<file path="config.mk">
export PLATFORM = sky130hd
export DESIGN_NAME = baud_tc_gen
export DESIGN_NICKNAME = d
export VERILOG_FILES = /design/src/rtl/baud_gen_pkg.sv /design/src/rtl/bg_tc_regs.sv /design/src/rtl/bg_down_counter.sv /design/src/rtl/bg_toggle.sv /design/src/rtl/baud_tc_gen.sv
export SDC_FILE = /design/constraint.sdc
export NUM_CORES = 1
export LEC_CHECK = 0
export BUFFER_PORTS_ARGS = -buffer_cell sky130_fd_sc_hd__buf_2
export CAP_MARGIN = 0
export CORE_ASPECT_RATIO = 1.25
export CORE_UTILIZATION = 30
export CTS_CLUSTER_SIZE = 28
export DETAILED_ROUTE_END_ITERATION = 7
export PLACE_DENSITY = 0.53
export SYNTH_ARGS = -nofsm -noshare
export SYNTH_HDL_FRONTEND = slang
export SYNTH_SLANG_ARGS = --single-unit
</file>
<file path="constraint.sdc">
create_clock -name clk -period 2.7 [get_ports clk]
set_clock_uncertainty 0.15 [all_clocks]
set_input_delay 0.54 -clock clk [delete_from_list [all_inputs] [get_ports clk]]
set_output_delay 0.54 -clock clk [all_outputs]
set_load 0.01 [all_outputs]
</file>
<file path="src/rtl/baud_gen_pkg.sv">
// Package: shared types for the baud generator.
// Assumes: nothing beyond IEEE 1800-2017.
package baud_gen_pkg;

    // Counter phase: counting down, or the single reload cycle after zero
    typedef enum logic {
        PH_COUNT  = 1'b0,
        PH_RELOAD = 1'b1
    } bg_phase_e;

endpackage

</file>
<file path="src/rtl/bg_tc_regs.sv">
// Module: bg_tc_regs
// Holds the time constant as NUM_BYTES byte-wide registers, each written
// by its own strobe. Assumes the strobes are synchronous to clk.
module bg_tc_regs #(
    parameter int BYTE_W    = 8,
    parameter int NUM_BYTES = 2,
    localparam int CNT_W    = BYTE_W * NUM_BYTES
) (
    input  logic                 clk,
    input  logic                 rst_n,
    input  logic [NUM_BYTES-1:0] wr_byte_en,
    input  logic [BYTE_W-1:0]    wr_data,
    output logic [CNT_W-1:0]     tc_value
);

    for (genvar b = 0; b < NUM_BYTES; b++) begin : g_byte
        // Byte b of the constant: cleared on reset, loaded on its strobe
        always_ff @(posedge clk) begin
            if (!rst_n) begin
                tc_value[b*BYTE_W +: BYTE_W] <= '0;
            end else if (wr_byte_en[b]) begin
                tc_value[b*BYTE_W +: BYTE_W] <= wr_data;
            end
        end
    end

endmodule

</file>
<file path="src/rtl/bg_down_counter.sv">
// Module: bg_down_counter
// Down counter that runs from the constant to zero, then spends one
// reload cycle loading the constant again. The reload cycle is flagged on
// reload_now. While disabled it holds the current constant.
// Assumes the constant is sampled only at reload or while idle.
module bg_down_counter
    import baud_gen_pkg::*;
#(
    parameter int CNT_W = 16
) (
    input  logic             clk,
    input  logic             rst_n,
    input  logic             en,
    input  logic [CNT_W-1:0] tc_value,
    output logic             reload_now
);

    logic [CNT_W-1:0] cnt_q;
    bg_phase_e        phase_q;

    // Counter and phase sequencing
    always_ff @(posedge clk) begin
        if (!rst_n) begin
            cnt_q   <= '0;
            phase_q <= PH_COUNT;
        end else if (!en) begin
            cnt_q   <= tc_value;
            phase_q <= PH_COUNT;
        end else begin
            unique case (phase_q)
                PH_COUNT: begin
                    if (cnt_q == '0) begin
                        phase_q <= PH_RELOAD;
                    end else begin
                        cnt_q <= cnt_q - 1'b1;
                    end
                end
                PH_RELOAD: begin
                    cnt_q   <= tc_value;
                    phase_q <= PH_COUNT;
                end
                default: phase_q <= PH_COUNT;
            endcase
        end
    end

    // Reload cycle seen by the output stage
    always_comb begin
        reload_now = en && (phase_q == PH_RELOAD);
    end

endmodule

</file>
<file path="src/rtl/bg_toggle.sv">
// Module: bg_toggle
// Divide-by-two output stage plus the registered reload pulse. Both
// update at the same edge, so the pulse marks the cycle of the new level.
// Assumes reload_now is high for at most one cycle in a row.
module bg_toggle (
    input  logic clk,
    input  logic rst_n,
    input  logic en,
    input  logic reload_now,
    output logic clk_out,
    output logic tc_pulse
);

    // Output flip and pulse register; idle forces both low
    always_ff @(posedge clk) begin
        if (!rst_n || !en) begin
            clk_out  <= 1'b0;
            tc_pulse <= 1'b0;
        end else begin
            clk_out  <= clk_out ^ reload_now;
            tc_pulse <= reload_now;
        end
    end

endmodule

</file>
<file path="src/rtl/baud_tc_gen.sv">
// Module: baud_tc_gen (top)
// Reloadable time-constant baud generator: byte-loaded constant, down
// counter with a reload cycle, and divide-by-two output. Half-period is
// TC+2 reference cycles. Assumes the constant is loaded while en is low.
module baud_tc_gen #(
    parameter int BYTE_W    = 8,
    parameter int NUM_BYTES = 2,
    localparam int CNT_W    = BYTE_W * NUM_BYTES
) (
    input  logic                 clk,
    input  logic                 rst_n,
    input  logic                 en,
    input  logic [NUM_BYTES-1:0] wr_byte_en,
    input  logic [BYTE_W-1:0]    wr_data,
    output logic [CNT_W-1:0]     tc_rd,
    output logic                 clk_out,
    output logic                 tc_pulse
);

    logic [CNT_W-1:0] tc_value;
    logic             reload_now;

    bg_tc_regs #(
        .BYTE_W    (BYTE_W),
        .NUM_BYTES (NUM_BYTES)
    ) u_regs (
        .clk        (clk),
        .rst_n      (rst_n),
        .wr_byte_en (wr_byte_en),
        .wr_data    (wr_data),
        .tc_value   (tc_value)
    );

    bg_down_counter #(
        .CNT_W (CNT_W)
    ) u_cnt (
        .clk        (clk),
        .rst_n      (rst_n),
        .en         (en),
        .tc_value   (tc_value),
        .reload_now (reload_now)
    );

    bg_toggle u_tog (
        .clk        (clk),
        .rst_n      (rst_n),
        .en         (en),
        .reload_now (reload_now),
        .clk_out    (clk_out),
        .tc_pulse   (tc_pulse)
    );

    // Read-back of the stored constant
    always_comb begin
        tc_rd = tc_value;
    end

endmodule

</file>
# After elaboration in Yosys (flattened, before gate mapping)

Cells that the tools add are included.
Widths: inputs -> output; s select.

Muxes and demuxes: 5
$add $sub $neg: 1
Equal/unequal tests: 1
Reduce and logical (&&, ||, !) cells: 6
Bitwise logic cells: 2

Operators with widths:

| kind                  | number |
|---|---|
| $mux 16               | 2 |
| $pmux 16 s2           | 1 |
| $logic_not 16->1      | 1 |
| $sub 16x1->16 const B | 1 |
| $ne 3x3->1 const B    | 1 |
| $logic_not 1->1       | 2 |
| $pmux 1 s2            | 1 |
| $reduce_and 2->1      | 1 |
| $logic_and 1x1->1     | 1 |
| $logic_or 1x1->1      | 1 |
| $mux 1                | 1 |
| $not 1->1             | 1 |
| $xor 1x1->1           | 1 |

Logic and storage cells: 21
Input port bits: 13
Flip-flop bits (word level): 35
Output and inout port bits: 18

# Depth between registers and ports, before layout

Gate-level depths: netlist of run 1.

Depth in word-level cells: 4
Gate-level depth with buffers: 9
Mapped depth without buffers: 7

# By module

A second synthesis of run 1 with hierarchy kept.

Cell total of the unflattened synthesis: 161
Area, all modules: 1581.5 µm²

By module, submodules not included:

| module          | seq. area each (µm²) | cells an instance | instances | area each (µm²) |
|---|---|---|---|---|
| bg_down_counter | 340.3                | 105               | 1         | 910.9 |
| bg_tc_regs      | 320.3                | 51                | 1         | 608.1 |
| bg_toggle       | 40.0                 | 5                 | 1         | 62.6 |

# Least setup slack after synthesis of run 1

No wires, ideal clock.

Path type: reg2reg
Start point: register u_cnt.cnt_q[2]
End point: register u_cnt.cnt_q[10]
Cell stages (with the launch flop): 8
Setup slack: 0.764 ns
Arrival time: 1.645 ns
Path through: dfxtp_1 > or4_4 > nor3_4 > and4_1 > buf_4 > or2b_4 > buf_6 > a211oi_1

Longest elaborated chain between the ends: 4

RTL lines:

| item                     | line                  | source |
|---|---|---|
| start: declaration       | bg_down_counter.sv:18 | `logic [CNT_W-1:0] cnt_q;` |
| start signal: assignment | bg_down_counter.sv:27 | `cnt_q <= tc_value;` |
| start signal: assignment | bg_down_counter.sv:35 | `cnt_q <= cnt_q - 1'b1;` |
| start signal: assignment | bg_down_counter.sv:39 | `cnt_q <= tc_value;` |
| $sub 16x1->16            | bg_down_counter.sv:35 |  |
| $mux 16                  | bg_down_counter.sv:32 | `if (cnt_q == '0) begin` |
| $pmux 16 s2              | bg_down_counter.sv:30 | `unique case (phase_q)` |
| $mux 16                  | bg_down_counter.sv:26 | `end else if (!en) begin` |

Parallel ways exist; a longest one is shown, timed or not. The select of a mux whose other input is x is not followed.
A chain may end at the register's enable or synchronous reset.

# Final worst setup path of run 1

Start point: register u_cnt.cnt_q[2]
End point: register u_cnt.cnt_q[4]

The elaborated chain is that of the path after synthesis.

==> results of run 1 <==
==> registers in the layout, summed over array words and instances, names as in the netlist <==
signal / flops
u_cnt.cnt_q: 16
u_cnt.phase_q: 1
u_tog.clk_out: 1
u_tog.tc_pulse: 1
u_regs.tc_value: 16
==> stage by stage <==
step           total power (W)  hold slack (ps)  setup WS [ps]  util (%)  instance area (µm²)
2_1_floorplan         0.000763              306            764         -                 1580
3_3_place_gp          0.000829              328            668      35.0                 1780
3_5_place_dp          0.000829              322            590      35.0                 1780
4_1_cts                0.00132              339            569      37.3                 1890
5_1_grt                0.00137              351            453      37.3                 1890
6_report               0.00130              335            580      37.3                 1890
==> area by class of cell <==
cell class	instances	area, µm²
clock buffers	6	82.6
clock inverters	2	35.0
fillers	546	3190
inverters	4	15.0
multi-input cells	118	818
flip-flops and latches	35	701
well taps	62	77.6
repair buffers	32	165
==> metal layers <==
metal / vias up / part of all wire (%)
li1: 622 / -
met1: 568 / 47
met2: 19 / 48
met3: 6 / 2.4
met4: 0 / 1.8
met5: - / 0
==> cell families after synthesis <==
logic type,synth area share (%)
compound gates,9.29
xor+xnor,6.67
fa+ha+maj,0.794
buf+inv,3.81
flops,44.4
mux,10.2
simple gates,24.8
==> synthesized netlist by cell type <==
library cell	n
buf_1	1
or3_1	1
nor2b_1	18
nand3_1	3
xor2_1	8
nand2b_1	2
or2b_4	1
dfxtp_1	35
clkbuf_1	6
buf_6	1
nor4_4	1
and3_1	2
buf_4	1
inv_1	4
a311oi_1	1
ha_1	1
nor4_1	2
nand3b_1	3
a211oi_2	2
a211o_1	1
mux2i_1	16
and2_1	1
a31oi_1	1
a21oi_1	2
and4_1	1
or4_4	1
o21ai_0	4
nand2_1	10
nor3_4	1
nor2_1	20
a211oi_1	9
nor3_1	2
xnor2_1	4
==> critical path, stage by stage (launching register included) <==
cell and delay, ps:
dfxtp_1 350, or4_4 570, nor3_4 200, and4_1 370
or2b_4 270, a211oi_1 60
==> how the worst max path moves through the flow <==
stage	endpoint	slack [ps]	cells after the start
2_1_floorplan	u_cnt.cnt_q[10]$_SDFFE_PN0P_	760	7
3_3_place_gp	u_cnt.cnt_q[4]$_SDFFE_PN0P_	670	5
3_5_place_dp	u_cnt.cnt_q[14]$_SDFFE_PN0P_	590	5
4_1_cts	u_cnt.cnt_q[2]$_SDFFE_PN0P_	570	5
5_1_grt	u_cnt.cnt_q[5]$_SDFFE_PN0P_	450	5
6_report	u_cnt.cnt_q[4]$_SDFFE_PN0P_	580	5
==> where the power goes <==
part           internal (W)  total, W  switching, W
clock network      0.000299  0.000488      0.000189
logic              0.000104  0.000225      0.000121
registers          0.000555  0.000591     0.0000365
==> flow_metrics.env, run 1 <==
export IMPL_outcome="finished clean"
export IMPL_rsz0062_at_grt="false"
export IMPL_avgViaCountPerCell=4.69
export IMPL_syn_avg_cell_area_um2=9.50
export IMPL_hold_path_depth=2
export IMPL_min_from="u_cnt.cnt_q[11]$_SDFFE_PN0P_"
export IMPL_ir_drop_v=0.000402
export IMPL_antenna_found_initial=0
export IMPL_synthCells=166
export IMPL_grt_pass1_wl_um=5710
export IMPL_area_growth_syn_to_layout_pct=20.2
export IMPL_io_pins=31
export IMPL_die_h_um=83.1
export IMPL_arrival_ps=2110
export IMPL_die_w_um=66.8
export IMPL_drc=0
export IMPL_timing_fmax_mhz=472
export IMPL_htreeDepth=2
export IMPL_drt_iter0_drc=26
export IMPL_core_area_um2=5080
export IMPL_hold_viol=0
export IMPL_cp_end_kind="flip-flop"
export IMPL_first_pass_iters=4
export IMPL_use_met2_pct=21.7
export IMPL_dieArea_um2=5550
export IMPL_grt_busiest_layer="met2"
export IMPL_port_buffers=30
export IMPL_worstRegToRegCells=5
export IMPL_synthDistinctLibCells=33
export IMPL_drv_slew=0
export IMPL_path_clk_slew_ps=70
export IMPL_ys_seq_area_share_pct=44.4
export IMPL_fin_nets=210
export IMPL_synth_top_cell_by_area="dfxtp_1"
export IMPL_layout_commonest_cell="dfxtp_1"
export IMPL_power_density_nw_per_um2=689
export IMPL_cts_resized=0
export IMPL_cts_buffer_depth=2
export IMPL_dp_hpwl_um=2460
export IMPL_start_util_pct=31.0
export IMPL_n_antenna_cell=0
export IMPL_path_class="flip-flop to flip-flop"
export IMPL_cap_viol_max_count=0
export IMPL_globalplace_congestion=0.782
export IMPL_setup_viol=0
export IMPL_dp_cells=251
export IMPL_reg2reg_slack_ps=580
export IMPL_cts_hold_buf=0
export IMPL_syn_nets=180
export IMPL_final_antenna_net_count=0
export IMPL_layout_drive_gt1_share_pct=23.9
export IMPL_synth_area_um2=1580
export IMPL_wire_per_inst_um=13.2
export IMPL_worst_pin_slew_ps=477
export IMPL_met1_usage_pct=17.4
export IMPL_r2r_end="u_cnt.cnt_q[4]$_SDFFE_PN0P_"
export IMPL_cts_setup_buffers=0
export IMPL_fin_crit_sh_pct=78.5
export IMPL_leakage_nw=0.832
export IMPL_min_to="u_cnt.cnt_q[11]$_SDFFE_PN0P_"
export IMPL_r2r_start="u_cnt.cnt_q[2]$_SDFFE_PN0P_"
export IMPL_grt_pass1_vias=1194
export IMPL_min_path_type="flip-flop to flip-flop"
export IMPL_row_count=29
export IMPL_wirelength_um=3410
export IMPL_grt_max_degree=22
export IMPL_stdcell_count=259
export IMPL_startpoint="u_cnt.cnt_q[2]$_SDFFE_PN0P_"
export IMPL_critPathLaunchType="flip-flop"
export IMPL_synth_area_leaders="dfxtp_1 44%, mux2i_1 10%, nor2b_1 7.1%"
export IMPL_slew_headroom_pct=68.1
export IMPL_yosysWarningCount=0
export IMPL_cts_tree="built"
export IMPL_finalCriticalPeriod_ps=2120
export IMPL_num_vias=1215
export IMPL_cts_made_buffers=5
export IMPL_required_ps=2690
export IMPL_clock_latency_ps=280
export IMPL_layout_common_cells="35 x dfxtp_1, 30 x buf_2, 20 x nor2_1"
export IMPL_synth_top_cell_area_share_pct=44.4
export IMPL_grt_util_all_layers_pct=13.8
export IMPL_cts_root_buf="clkbuf_8"
export IMPL_grt_use_met3_pct=3.71
export IMPL_fin_tns_setup_ps=0
export IMPL_ys_ff_latch=35
export IMPL_cts_sinks=35
export IMPL_critPathMaxFanout=13
export IMPL_gr_total_overflow=0
Note: power is estimated with default switching activity, not from simulation.
==> run 2: changes to the inputs <==
- clock period: 2.7 -> 2 ns (I/O delays scaled with it)
==> run 2 against run 1 <==
  * First-iteration DRC count fell by 54%
  * Core utilization rose by 0.86 points
  * Design area rose by 2.3%
  * Fmax rose by 11%
  * Sequential power rose by 35%
  * Sequential share of layout area fell by 0.71 points
  * Critical endpoint is now u_cnt.cnt_q[0]$_SDFFE_PN0P_
==> flow_metrics.env, run 2 (same netlist as run 1, synthesis figures left out) <==
export IMPL_outcome="finished clean"
export IMPL_fin_crit_sh_pct=95.9
export IMPL_final_antenna_net_count=0
export IMPL_cap_viol_max_count=0
export IMPL_die_h_um=83.1
export IMPL_path_class="flip-flop to flip-flop"
export IMPL_die_w_um=66.8
export IMPL_num_vias=1216
export IMPL_arrival_ps=1950
export IMPL_layout_commonest_cell="dfxtp_1"
export IMPL_slew_headroom_pct=77.8
export IMPL_finalCriticalPeriod_ps=1920
export IMPL_critPathLaunchType="flip-flop"
export IMPL_htreeDepth=2
export IMPL_drv_slew=0
export IMPL_rsz0062_at_grt="true"
export IMPL_dieArea_um2=5550
export IMPL_wire_per_inst_um=12.7
export IMPL_globalplace_congestion=0.736
export IMPL_min_path_type="primary input to flip-flop"
export IMPL_fin_util_pct=38.2
export IMPL_fin_nets=217
export IMPL_drt_iter0_drc=12
export IMPL_port_buffers=30
export IMPL_dp_hpwl_um=2480
export IMPL_cp_end_kind="flip-flop"
export IMPL_grt_max_degree=21
export IMPL_area_growth_syn_to_layout_pct=22.9
export IMPL_cts_setup_buffers=0
export IMPL_core_area_um2=5080
export IMPL_power_density_nw_per_um2=868
export IMPL_worst_pin_slew_ps=329
export IMPL_cts_buffer_depth=2
export IMPL_hold_viol=0
export IMPL_dp_cells=258
export IMPL_reg2reg_slack_ps=80
export IMPL_cts_sinks=35
export IMPL_grt_pass1_vias=1201
export IMPL_grt_util_all_layers_pct=13.9
export IMPL_clock_latency_ps=290
export IMPL_ir_drop_v=0.000432
export IMPL_required_ps=2030
export IMPL_grt_pass1_wl_um=5730
export IMPL_start_util_pct=31.0
export IMPL_layout_common_cells="33 x dfxtp_1, 30 x buf_2, 20 x nor2_1"
export IMPL_row_count=29
export IMPL_io_pins=31
export IMPL_cts_tree="built"
export IMPL_stdcell_count=266
export IMPL_top_regs="u_cnt.cnt_q: 16 flops, u_regs.tc_value: 16 flops"
export IMPL_avgViaCountPerCell=4.57
export IMPL_timing_fmax_mhz=522
export IMPL_first_pass_iters=4
export IMPL_path_clk_slew_ps=70
export IMPL_layout_drive_gt1_share_pct=27.5
export IMPL_n_antenna_cell=0
export IMPL_leakage_nw=0.859
export IMPL_gr_total_overflow=0
export IMPL_cts_root_buf="clkbuf_8"
export IMPL_setup_viol=0
export IMPL_critPathMaxFanout=7
export IMPL_cts_made_buffers=5
export IMPL_antenna_found_initial=0
export IMPL_drc=0
export IMPL_wirelength_um=3390
## run 2: per-layer routing
layer	track usage [%]	up-vias	part of all wire [%]	wire length [µm]
met3	3.30	5	1.9	66
li1	-	637	-	-
met1	18.3	558	48	1620
met5	0	-	0	0
met4	6.38	0	2.2	75
met2	21.0	16	48	1620
## run 2: area by class of cell
cell class / count / area, µm²
repair buffers: 39 / 218
clock buffers: 8 / 100
multi-input cells: 118 / 825
flip-flops and latches: 35 / 703
inverters: 4 / 15.0
well taps: 62 / 77.6
fillers: 550 / 3140
## run 2: through the flow
stage	setup TNS [ps]	hold slack, ps	cell area, µm²	total power [W]	setup WS [ps]
after floorplan	0	306	1580	0.00103	64.4
after global placement	0	324	1830	0.00113	89.2
after detailed placement	0	325	1830	0.00113	71.2
after CTS	0	228	1930	0.00170	58.8
after global routing	-116	244	1940	0.00178	-20.7
final	0	234	1940	0.00168	82.8
## run 2: final timing paths
check / end / cells past startpoint / from
max: u_cnt.cnt_q[0]$_SDFFE_PN0P_ / 6 / u_cnt.cnt_q[5]$_SDFFE_PN0P_
min: u_tog.tc_pulse$_SDFF_PP0_ / 2 / en
max reg2reg: u_cnt.cnt_q[0]$_SDFFE_PN0P_ / 6 / u_cnt.cnt_q[5]$_SDFFE_PN0P_
min reg2reg: u_cnt.cnt_q[3]$_SDFFE_PN0P_ / 2 / u_cnt.cnt_q[3]$_SDFFE_PN0P_
## run 2: what timing repair did
item / CTS / global route
hold buffers: 0 / 0
endpoints found under the hold margin: 0 / 0
resized for setup: 0 / 3
endpoints found under the setup margin: 0 / 13
## run 2: worst max-delay path: stages, from the launching register on
cell     delay, ps
dfxtp_2        330
or4_4          580
nor3_4         200
and4_1         230
buf_4          150
or3_1          100
a31oi_1         70
## run 2: power by group
group | total [W] | internal (W) | leakage, nW | switching (W)
Sequential | 0.000795 | 0.000750 | 0.289 | 0.0000447
Combinational | 0.000321 | 0.000155 | 0.518 | 0.000166
Clock | 0.000566 | 0.000314 | 0.0515 | 0.000252
Total | 0.00168 | 0.00122 | 0.859 | 0.000462
==> run 3: changes to the inputs <==
--- a/config.mk
+++ b/config.mk
@@ -10,4 +10,5 @@
 export CORE_ASPECT_RATIO = 1.25
 export CORE_UTILIZATION = 30
+export CTS_BUF_LIST = sky130_fd_sc_hd__clkbuf_8
 export CTS_CLUSTER_SIZE = 28
 export DETAILED_ROUTE_END_ITERATION = 7
==> constraint.sdc (replaced) <==
create_clock -name clk -period 2 [get_ports clk]
set_clock_uncertainty 0.15 [all_clocks]
set_input_delay 0.3 -clock clk [delete_from_list [all_inputs] [get_ports clk]]
set_output_delay 0.3 -clock clk [all_outputs]
set_load 0.01 [all_outputs]
==> run 3 against run 2 <==
  * Die area did not move
  * Register-to-register slack got worse by 60 ps
  * Via count rose by 0.82%
  * Flip-flop and latch count did not move
  * Sequential share of layout area rose by 0.12 points
  * Sequential power barely moved
  * Combinational power rose by 2%
  * Worst hold slack got worse by 110 ps
  * Largest cell class unchanged
  * Highest routed layer unchanged
==> flow_metrics.env, run 3 (same netlist as run 1, synthesis figures left out) <==
export IMPL_path_cells="or4_4 > nor4_4 > nand3_1 > xor2_1 > a211oi_2"
export IMPL_arrival_ps=2040
export IMPL_avgViaCountPerCell=4.63
export IMPL_fin_tns_setup_ps=0
export IMPL_cts_root_buf="clkbuf_8"
export IMPL_io_pins=31
export IMPL_grt_pass1_vias=1147
export IMPL_cts_made_buffers=5
export IMPL_gr_total_overflow=0
export IMPL_grt_pass1_wl_um=5690
export IMPL_antenna_found_initial=0
export IMPL_timing_hold_ws_ps=126
export IMPL_drv_slew=0
export IMPL_layout_commonest_cell="dfxtp_1"
export IMPL_wirelength_um=3410
export IMPL_dp_hpwl_um=2430
export IMPL_fin_nets=216
export IMPL_cts_buffer_depth=2
export IMPL_design_area_um2=1930
export IMPL_slew_headroom_pct=77.0
export IMPL_cts_sinks=35
export IMPL_min_path_type="primary input to flip-flop"
export IMPL_dieArea_um2=5550
export IMPL_area_growth_syn_to_layout_pct=22.3
export IMPL_met1_usage_pct=18.2
export IMPL_worst_pin_slew_ps=341
export IMPL_port_buffers=30
export IMPL_power_density_nw_per_um2=839
export IMPL_die_h_um=83.1
export IMPL_globalplace_congestion=0.794
export IMPL_final_antenna_net_count=0
export IMPL_critPathMaxStageDelay_ps=570
export IMPL_top_regs="u_cnt.cnt_q: 16 flops, u_regs.tc_value: 16 flops"
export IMPL_hold_viol=0
export IMPL_dpl_cell_area_um2=1810
export IMPL_cp_slowest_cell="or4_4"
export IMPL_row_count=29
export IMPL_first_pass_iters=4
export IMPL_clock_latency_ps=290
export IMPL_finalCriticalPeriod_ps=1970
export IMPL_path_clk_slew_ps=70
export IMPL_drc=0
export IMPL_path_class="flip-flop to flip-flop"
export IMPL_use_met2_pct=20.7
export IMPL_grt_use_met3_pct=4.53
export IMPL_n_antenna_cell=0
export IMPL_cp_end_kind="flip-flop"
export IMPL_layout_drive_gt1_share_pct=27.6
export IMPL_preCtsSetupSlack_ps=73.3
export IMPL_rsz0062_at_grt="true"
export IMPL_layout_common_cells="34 x dfxtp_1, 30 x buf_2, 20 x nor2_1"
export IMPL_fin_crit_sh_pct=98.6
export IMPL_wire_per_inst_um=12.9
export IMPL_ir_drop_v=0.000449
export IMPL_setup_viol=0
export IMPL_grt_busiest_layer="met2"
export IMPL_grt_util_all_layers_pct=13.9
export IMPL_outcome="finished clean"
export IMPL_required_ps=2060
export IMPL_timing_fmax_mhz=507
export IMPL_cts_setup_buffers=0
export IMPL_drt_iter0_drc=17
export IMPL_critPathMaxFanout=4
export IMPL_htreeDepth=2
export IMPL_die_w_um=66.8
export IMPL_grt_max_degree=26
export IMPL_leakage_nw=0.848
export IMPL_cap_viol_max_count=0
export IMPL_core_area_um2=5080
export IMPL_setup_ws_ps=27.6
export IMPL_power_w=0.00162
export IMPL_critPathLaunchType="flip-flop"
export IMPL_start_util_pct=31.0
export IMPL_cts_tree="built"
export IMPL_num_vias=1226
==> run 3: changes by cell type in the layout (fill, tap and decap cells not counted), sizes merged <==
cell      previous run  this run
clkinv               0         1
clkbuf               8         5
or2b                 1         2
buf                 39        37
clkinvlp             0         1
inv                  4         5
==> run 3: area by class of cell <==
class,instances,area [µm²]
fillers,545,3150
multi-input cells,119,842
flip-flops and latches,35,702
repair buffers,37,206
well taps,62,77.6
clock buffers,5,68.8
clock inverters,3,16.3
inverters,4,15.0
==> run 3: final timing paths <==
path         slack [ps]                      endpoint  cells after the start                         from
max                  30  u_cnt.cnt_q[15]$_SDFFE_PN0P_                      5  u_cnt.cnt_q[2]$_SDFFE_PN0P_
min                 130     u_tog.tc_pulse$_SDFF_PP0_                      2                           en
max reg2reg          30  u_cnt.cnt_q[15]$_SDFFE_PN0P_                      5  u_cnt.cnt_q[2]$_SDFFE_PN0P_
min reg2reg         340   u_cnt.cnt_q[3]$_SDFFE_PN0P_                      2  u_cnt.cnt_q[3]$_SDFFE_PN0P_
==> run 3: layer usage <==
metal	vias to the layer above	wire length (µm)
met2	17	1640
li1	641	-
met4	0	75
met3	5	93
met5	-	0
met1	563	1610
==> run 3: where the power goes <==
| group | internal (W) | switching [W] |
|---|---|---|
| clock | 0.000238 | 0.000258 |
| combinational | 0.000157 | 0.000172 |
| sequential | 0.000749 | 0.0000436 |
| total | 0.00114 | 0.000473 |
==> run 3: critical path, delay by kind of cell, from the launching register on <==
kind / cells / cell delay (ps)
compound gates: 1 / 170
xor+xnor: 1 / 200
flops: 1 / 340
simple gates: 3 / 1040
==> run 3: stage by stage <==
stage          std cells  utilization (%)
3_3_place_gp         256             35.7
3_5_place_dp         256             35.7
4_1_cts              264             37.4
5_1_grt              265             38.0
6_report             265             38.0
2_1_floorplan        166                -
==> run 3: timing repair <==
| action | 4_1_cts | 5_1_grt |
|---|---|---|
| hold buffers | 0 | 0 |
| endpoints found under the setup margin | 0 | 13 |
| resized for setup | 0 | 6 |
